$ cat src/rtl/bcg_pkg.sv
package bcg_pkg;
    typedef enum logic [1:0] {
        ST_IDLE  = 2'd0,
        ST_BURST = 2'd1,
        ST_PAGE  = 2'd2
    } bcg_state_e;

    localparam logic [2:0] LEN_CODE_1    = 3'b000;
    localparam logic [2:0] LEN_CODE_2    = 3'b001;
    localparam logic [2:0] LEN_CODE_4    = 3'b010;
    localparam logic [2:0] LEN_CODE_8    = 3'b011;
    localparam logic [2:0] LEN_CODE_PAGE = 3'b111;
endpackage

$ cat src/rtl/bcg_len_dec.sv
module bcg_len_dec
    import bcg_pkg::*;
#(
    parameter int COL_W = 10
) (
    input  logic [2:0]       code_i,
    input  logic             interleave_i,
    input  logic             is_write_i,
    input  logic             single_wr_i,
    output logic [COL_W-1:0] mask_o,
    output logic             page_o,
    output logic             intl_o
);
    logic [COL_W-1:0] raw_mask;
    logic             raw_page;

    always_comb begin
        raw_page = 1'b0;
        unique case (code_i)
            LEN_CODE_1:    raw_mask = '0;
            LEN_CODE_2:    raw_mask = COL_W'(1);
            LEN_CODE_4:    raw_mask = COL_W'(3);
            LEN_CODE_8:    raw_mask = COL_W'(7);
            LEN_CODE_PAGE: begin
                raw_mask = '1;
                raw_page = 1'b1;
            end
            default:       raw_mask = '0;
        endcase
    end

    always_comb begin
        if (is_write_i && single_wr_i) begin
            mask_o = '0;
            page_o = 1'b0;
        end else begin
            mask_o = raw_mask;
            page_o = raw_page;
        end
        // reserved pairing: interleaved full page runs sequentially
        intl_o = interleave_i && !page_o;
    end
endmodule

$ cat src/rtl/bcg_fsm.sv
module bcg_fsm
    import bcg_pkg::*;
#(
    parameter int COL_W = 10
) (
    input  logic             clk,
    input  logic             rst_n,
    input  logic             start_i,
    input  logic             is_write_i,
    input  logic             term_i,
    input  logic [COL_W-1:0] start_col_i,
    input  logic [COL_W-1:0] mask_i,
    input  logic             page_i,
    input  logic             intl_i,
    output logic [COL_W-1:0] base_o,
    output logic [COL_W-1:0] cnt_o,
    output logic [COL_W-1:0] mask_o,
    output logic             intl_o,
    output logic             active_o,
    output logic             beat_valid_o,
    output logic             last_o
);
    bcg_state_e       state_q, state_d;
    logic [COL_W-1:0] cnt_q, mask_q, base_q;
    logic             intl_q, wr_q;
    logic             final_beat;

    assign final_beat = (cnt_q == mask_q);

    always_comb begin
        state_d = state_q;
        unique case (state_q)
            ST_IDLE: begin
                if (start_i) state_d = page_i ? ST_PAGE : ST_BURST;
            end
            ST_BURST: begin
                if (start_i)         state_d = page_i ? ST_PAGE : ST_BURST;
                else if (term_i)     state_d = ST_IDLE;
                else if (final_beat) state_d = ST_IDLE;
            end
            ST_PAGE: begin
                if (start_i)     state_d = page_i ? ST_PAGE : ST_BURST;
                else if (term_i) state_d = ST_IDLE;
            end
            default: state_d = ST_IDLE;
        endcase
    end

    always_ff @(posedge clk or negedge rst_n) begin
        if (!rst_n) begin
            state_q <= ST_IDLE;
            cnt_q   <= '0;
            mask_q  <= '0;
            base_q  <= '0;
            intl_q  <= 1'b0;
            wr_q    <= 1'b0;
        end else begin
            state_q <= state_d;
            if (start_i) begin
                cnt_q  <= '0;
                mask_q <= mask_i;
                base_q <= start_col_i;
                intl_q <= intl_i;
                wr_q   <= is_write_i;
            end else if (state_q != ST_IDLE) begin
                cnt_q <= cnt_q + 1'b1;
            end
        end
    end

    always_comb begin
        active_o     = (state_q != ST_IDLE);
        beat_valid_o = active_o && !(term_i && wr_q);
        last_o       = (state_q == ST_BURST) && final_beat;
        base_o       = base_q;
        cnt_o        = cnt_q;
        mask_o       = mask_q;
        intl_o       = intl_q;
    end

    AST_TERM_STOPS: assert property (@(posedge clk) disable iff (!rst_n)
        (term_i && !start_i) |=> (state_q == ST_IDLE));
    AST_PAGE_RUNS: assert property (@(posedge clk) disable iff (!rst_n)
        (state_q == ST_PAGE && !start_i && !term_i) |=> (state_q == ST_PAGE && !last_o));
endmodule

$ cat src/rtl/bcg_col_calc.sv
module bcg_col_calc #(
    parameter int COL_W = 10
) (
    input  logic [COL_W-1:0] base_i,
    input  logic [COL_W-1:0] cnt_i,
    input  logic [COL_W-1:0] mask_i,
    input  logic             intl_i,
    input  logic             active_i,
    output logic [COL_W-1:0] col_o
);
    logic [COL_W-1:0] seq_col, xor_col, pick, merged;

    assign seq_col = base_i + cnt_i;
    assign xor_col = base_i ^ cnt_i;
    assign pick    = intl_i ? xor_col : seq_col;

    for (genvar b = 0; b < COL_W; b++) begin : g_bit
        assign merged[b] = mask_i[b] ? pick[b] : base_i[b];
    end

    assign col_o = active_i ? merged : '0;
endmodule

$ cat src/rtl/burst_col_gen.sv
module burst_col_gen #(
    parameter int PAGE_COLS = 1024,
    localparam int COL_W = $clog2(PAGE_COLS)
) (
    input  logic             clk,
    input  logic             rst_n,
    input  logic             start_i,
    input  logic             is_write_i,
    input  logic [COL_W-1:0] start_col_i,
    input  logic [2:0]       blen_code_i,
    input  logic             interleave_i,
    input  logic             single_wr_i,
    input  logic             term_i,
    output logic [COL_W-1:0] col_o,
    output logic             beat_valid_o,
    output logic             last_o
);
    logic [COL_W-1:0] dec_mask, base, cnt, run_mask;
    logic             dec_page, dec_intl, run_intl, active;

    bcg_len_dec #(.COL_W(COL_W)) len_dec_i (
        .code_i       (blen_code_i),
        .interleave_i (interleave_i),
        .is_write_i   (is_write_i),
        .single_wr_i  (single_wr_i),
        .mask_o       (dec_mask),
        .page_o       (dec_page),
        .intl_o       (dec_intl)
    );

    bcg_fsm #(.COL_W(COL_W)) fsm_i (
        .clk          (clk),
        .rst_n        (rst_n),
        .start_i      (start_i),
        .is_write_i   (is_write_i),
        .term_i       (term_i),
        .start_col_i  (start_col_i),
        .mask_i       (dec_mask),
        .page_i       (dec_page),
        .intl_i       (dec_intl),
        .base_o       (base),
        .cnt_o        (cnt),
        .mask_o       (run_mask),
        .intl_o       (run_intl),
        .active_o     (active),
        .beat_valid_o (beat_valid_o),
        .last_o       (last_o)
    );

    bcg_col_calc #(.COL_W(COL_W)) col_calc_i (
        .base_i   (base),
        .cnt_i    (cnt),
        .mask_i   (run_mask),
        .intl_i   (run_intl),
        .active_i (active),
        .col_o    (col_o)
    );

    AST_RESTART_COL: assert property (@(posedge clk) disable iff (!rst_n)
        start_i |=> (col_o == $past(start_col_i)));
    AST_LAST_CLOSES: assert property (@(posedge clk) disable iff (!rst_n)
        (last_o && !start_i) |=> (!last_o && col_o == '0));
    AST_SINGLE_WR: assert property (@(posedge clk) disable iff (!rst_n)
        (start_i && is_write_i && single_wr_i) |=> last_o);
endmodule

$ cat config.mk
export PLATFORM = sky130hd
export DESIGN_NAME = burst_col_gen
export DESIGN_NICKNAME = d
export VERILOG_FILES = /design/src/rtl/bcg_pkg.sv /design/src/rtl/bcg_len_dec.sv /design/src/rtl/bcg_fsm.sv /design/src/rtl/bcg_col_calc.sv /design/src/rtl/burst_col_gen.sv
export SDC_FILE = /design/constraint.sdc
export NUM_CORES = 1
export LEC_CHECK = 0
export ABC_AREA = 1
export BUFFER_PORTS_ARGS = -buffer_cell sky130_fd_sc_hd__buf_4
export CAP_MARGIN = 20
export CELL_PAD_IN_SITES_DETAIL_PLACEMENT = 0
export CELL_PAD_IN_SITES_GLOBAL_PLACEMENT = 1
export CORE_ASPECT_RATIO = 0.75
export CORE_MARGIN = 4
export CORE_UTILIZATION = 35
export DETAILED_ROUTE_END_ITERATION = 6
export MAX_ROUTING_LAYER = met4
export PLACE_DENSITY = 0.74
export SLEW_MARGIN = 20
export SYNTH_ARGS = -nofsm -noshare
export SYNTH_HDL_FRONTEND = slang
export SYNTH_HIERARCHICAL = 1
export SYNTH_SLANG_ARGS = --single-unit
export TNS_END_PERCENT = 30
$ cat constraint.sdc
create_clock -name clk -period 2.3 [get_ports clk]
set_input_delay 0.345 -clock clk [delete_from_list [all_inputs] [get_ports clk]]
set_output_delay 0.345 -clock clk [all_outputs]
set_load 0.01 [all_outputs]
==> impl_results.md <==
- Multi-input combinational cell area: 1330 µm²
- Worst setup EP type: primary output
- Cell at the root of the clock tree: sky130_fd_sc_hd__clkbuf_8
- Placer's final routability congestion estimate: 0.772
- Largest stage delay, worst path: 0.37 ns
- Final period util: 109%
- Worst setup slack after placement: 0.0340 ns
- Post-Syn Area per Cell: 7.01 µm²
- Critical Path, Cell by Cell: ha_2, inv_2, fa_2, nand3b_1, nand2_2, nand2_1, o21bai_1, nand2_1, o21ai_1, nor2_1, nor2_1, buf_4
- Starting utilization of the core area: 36.9%
- Register-to-register setup slack: 0.51 ns
- Die area: 8230 µm²
- Post-route DRC violation count: 0
- Remaining global-route overflow: 0
- Critical-path top delay cell: sky130_fd_sc_hd__dfrtp_1
- Clock-pin slew of the registers on the worst-case setup and hold paths: 0.07 ns
- Highest fanout seen on the critical path: 3
- CTS Sinks: 34
- Placed Cells incl. Taps: 447
- Post-Syn Instances: 341
- Cts-stage hold buffer count: 0
- Number of antenna violations at the first check in global routing: 0
- Clock insertion delay at the later pin of the skew report: 0.29 ns
- Total of flip-flops plus latches after synthesis: 34
- Via-to-Cell Ratio: 4.72
- Buffers from clock root to sink, at most: 2
- Reg area: 851 µm²
- Startpoint type of the worst setup path: flop
- TritonCTS clock tree: built
- Worst Tran Pin Value: 0.536 ns
- Core region area: 6470 µm²
- Outcome: finished with violations
- Share of synthesized flip-flops with an asynchronous set or reset: 100%
- CTS HTree Levels: 2
- Kind of path behind the tightest hold check: in -> async
- Layout-stage area growth over the synthesis result: 18.6%
- Min cycle time layout: 2.52 ns
- Core utilization of the finished layout: 43.8%
- Placed wire-length estimate: 4.15 mm
- Port buffer count: 31
- Headroom to the max-slew limit: 64.2%
- Core Rows: 25
- Arrival time at the worst endpoint: 2.17 ns
- Top FF cell, synth: sky130_fd_sc_hd__dfrtp_1
- Post-synthesis sequential area ratio: 35.6%
- Detailed-router iteration count before antenna repair: 5
- Number of synthesized flops with an enable pin: 0
- Number of nets with antenna violations after detailed routing: 0
- Number of antenna diodes: 0
- Netlist cell types: 32
- Skew final: 0.00479 ns
- Final Hold Vio Count: 0
- Die outline width: 103 µm
- IR drop worst, VDD: 0.339 mV
- Total Routed Length: 5.84 mm
- Aggregate negative setup slack: -0.451 ns
- Setup repair after global routing missed its margin: yes
- Clock buffers created by TritonCTS: 5
- Power density relative to cell area: 684 nW/µm²
- Setup Crit Path Kind: reg -> out
- Net Count, Synth: 376
- Final Slew Violations: 0
- Filler cells: 683
- Top Ports: 32
- Leakage power: 1.49 nW
- Max-cap violations: 0
- Global-route wire length before repair: 10.0 mm
- Maximum clock rate: 397 MHz
- Non-filler cells, final: 457
- Fraction of layout instances using a drive strength above 1: 20.2%
- Final #Nets: 410
- Data required time at the worst endpoint: 1.96 ns
- Smallest setup slack after layout: -0.218 ns
- Final setup violation count: 4
- Die Y: 79.6 µm
- Avg WL per Cell: 12.8 µm
- Overall track demand over capacity in global routing: 16.1%
- Violated checks: negative setup slack
- Pin count of the biggest net entering global routing: 35
- Via count of the first global-routing pass: 2096
- Via count: 2157
- Synth Cell Area: 2390 µm²
- Ys Warns: 6
- Minimum hold slack: 0.0138 ns
- Initial DRC count: 65
worst max-delay path: cells and delay by family, from the launching register on:
family	cells	cell delay, ns
adders and majority gates	2	0.54
and+or+nand+nor	6	0.54
buffers and inverters	2	0.16
DFF	1	0.37
AOI/OAI and AO/OA	2	0.27
cells by family (layout without fill, tap and decap cells):
| family | Yosys count | count (layout) | synth area share, % |
|---|---|---|---|
| and+or+nand+nor | 185 | 185 | 33.9 |
| buffers and inverters | 54 | 89 | 9.63 |
| AOI/OAI and AO/OA | 47 | 47 | 10.5 |
| DFF | 34 | 34 | 35.6 |
| adders and majority gates | 15 | 15 | 8.17 |
| xor gates and xnor gates | 6 | 6 | 2.20 |
flip-flops by register name, summed over array words and instances, names as in the netlist:
register,flops
fsm_i/base_o,10
fsm_i/cnt_o,10
fsm_i/mask_o,10
fsm_i/state_q,2
fsm_i/intl_o,1
fsm_i/wr_q,1
cell usage after synthesis (all sizes together) (2+ instances only):
cell    number  area [µm²]
clkinv       2        7.51
nand4        4        25.0
xor2         2        17.5
nor2        33         141
a21oi       17        85.1
xnor2        4        35.0
nand3       18         115
dfrtp       34         851
buf         10        65.1
nor3         3        25.0
inv         40         150
or2          2        12.5
nand2      123         477
o21ai       23         115
o21bai       2        15.0
ha          14         175
clkbuf       2        7.51
o211ai       3        22.5
report_power, final:
part           internal (mW)  switching, mW  leakage (nW)
Combinational          0.318          0.438         0.993
Clock                  0.242          0.224        0.0482
Sequential             0.657         0.0583         0.444
placed cells by master (no fill, tap or decap), types with 2 or more instances in the layout:
cell type,count
sky130_fd_sc_hd__a21oi_1,17
sky130_fd_sc_hd__buf_4,38
sky130_fd_sc_hd__clkbuf_8,6
sky130_fd_sc_hd__clkinv_1,2
sky130_fd_sc_hd__dfrtp_1,34
sky130_fd_sc_hd__ha_1,12
sky130_fd_sc_hd__ha_2,2
sky130_fd_sc_hd__inv_1,34
sky130_fd_sc_hd__inv_2,5
sky130_fd_sc_hd__nand2_1,115
sky130_fd_sc_hd__nand2_2,7
sky130_fd_sc_hd__nand3_1,13
sky130_fd_sc_hd__nand3_2,4
sky130_fd_sc_hd__nand4_1,4
sky130_fd_sc_hd__nor2_1,28
sky130_fd_sc_hd__nor2_2,4
sky130_fd_sc_hd__nor3_2,2
sky130_fd_sc_hd__o211ai_1,3
sky130_fd_sc_hd__o21ai_0,19
sky130_fd_sc_hd__o21ai_1,4
sky130_fd_sc_hd__o21bai_1,2
sky130_fd_sc_hd__xnor2_1,4
sky130_fd_sc_hd__xor2_1,2
routing by layer:
| layer | GRT usage, % | wire length (µm) | up-vias |
|---|---|---|---|
| met5 | - | 0 | - |
| met4 | 3.49 | 21 | 0 |
| met3 | 2.97 | 217 | 2 |
| met2 | 24.2 | 2490 | 44 |
| met1 | 22.6 | 3110 | 973 |
| li1 | - | - | 1138 |
worst paths after layout:
kind                                   from         endpoint  cells after the start
min in group clk             start_col_i[0]  fsm_i/base_o[0]                      3
max reg2reg                fsm_i/state_q[0]   fsm_i/cnt_o[8]                      9
min                                   rst_n  fsm_i/mask_o[7]                      1
max in group asynchronous             rst_n  fsm_i/mask_o[4]                      1
max                          fsm_i/cnt_o[0]         col_o[6]                     12
min reg2reg                      fsm_i/wr_q       fsm_i/wr_q                      2
through the flow:
stage          instance area [µm²]  power [mW]
2_1_floorplan                 2390        1.17
3_3_place_gp                  2700        1.45
3_5_place_dp                  2700        1.46
4_1_cts                       2800        1.95
5_1_grt                       2830        2.09
6_report                      2830        1.94
area by class of cell:
class                      count  area share (%)
clock buffer                   7            3.05
tap                           81            3.58
timing repair buffer          39            10.5
multi-input combinational    253            47.1
clock inverter                 1           0.177
inverter                      42            5.65
sequential                    34            30.0
timing repair:
item | in CTS | in global routing
setup endpoints to repair | 7 | 10
pin swaps | 0 | 7
setup buffers | 1 | 1
resized for setup | 3 | 8
gates cloned | 0 | 0
Note: power is estimated with default switching activity, not from simulation.
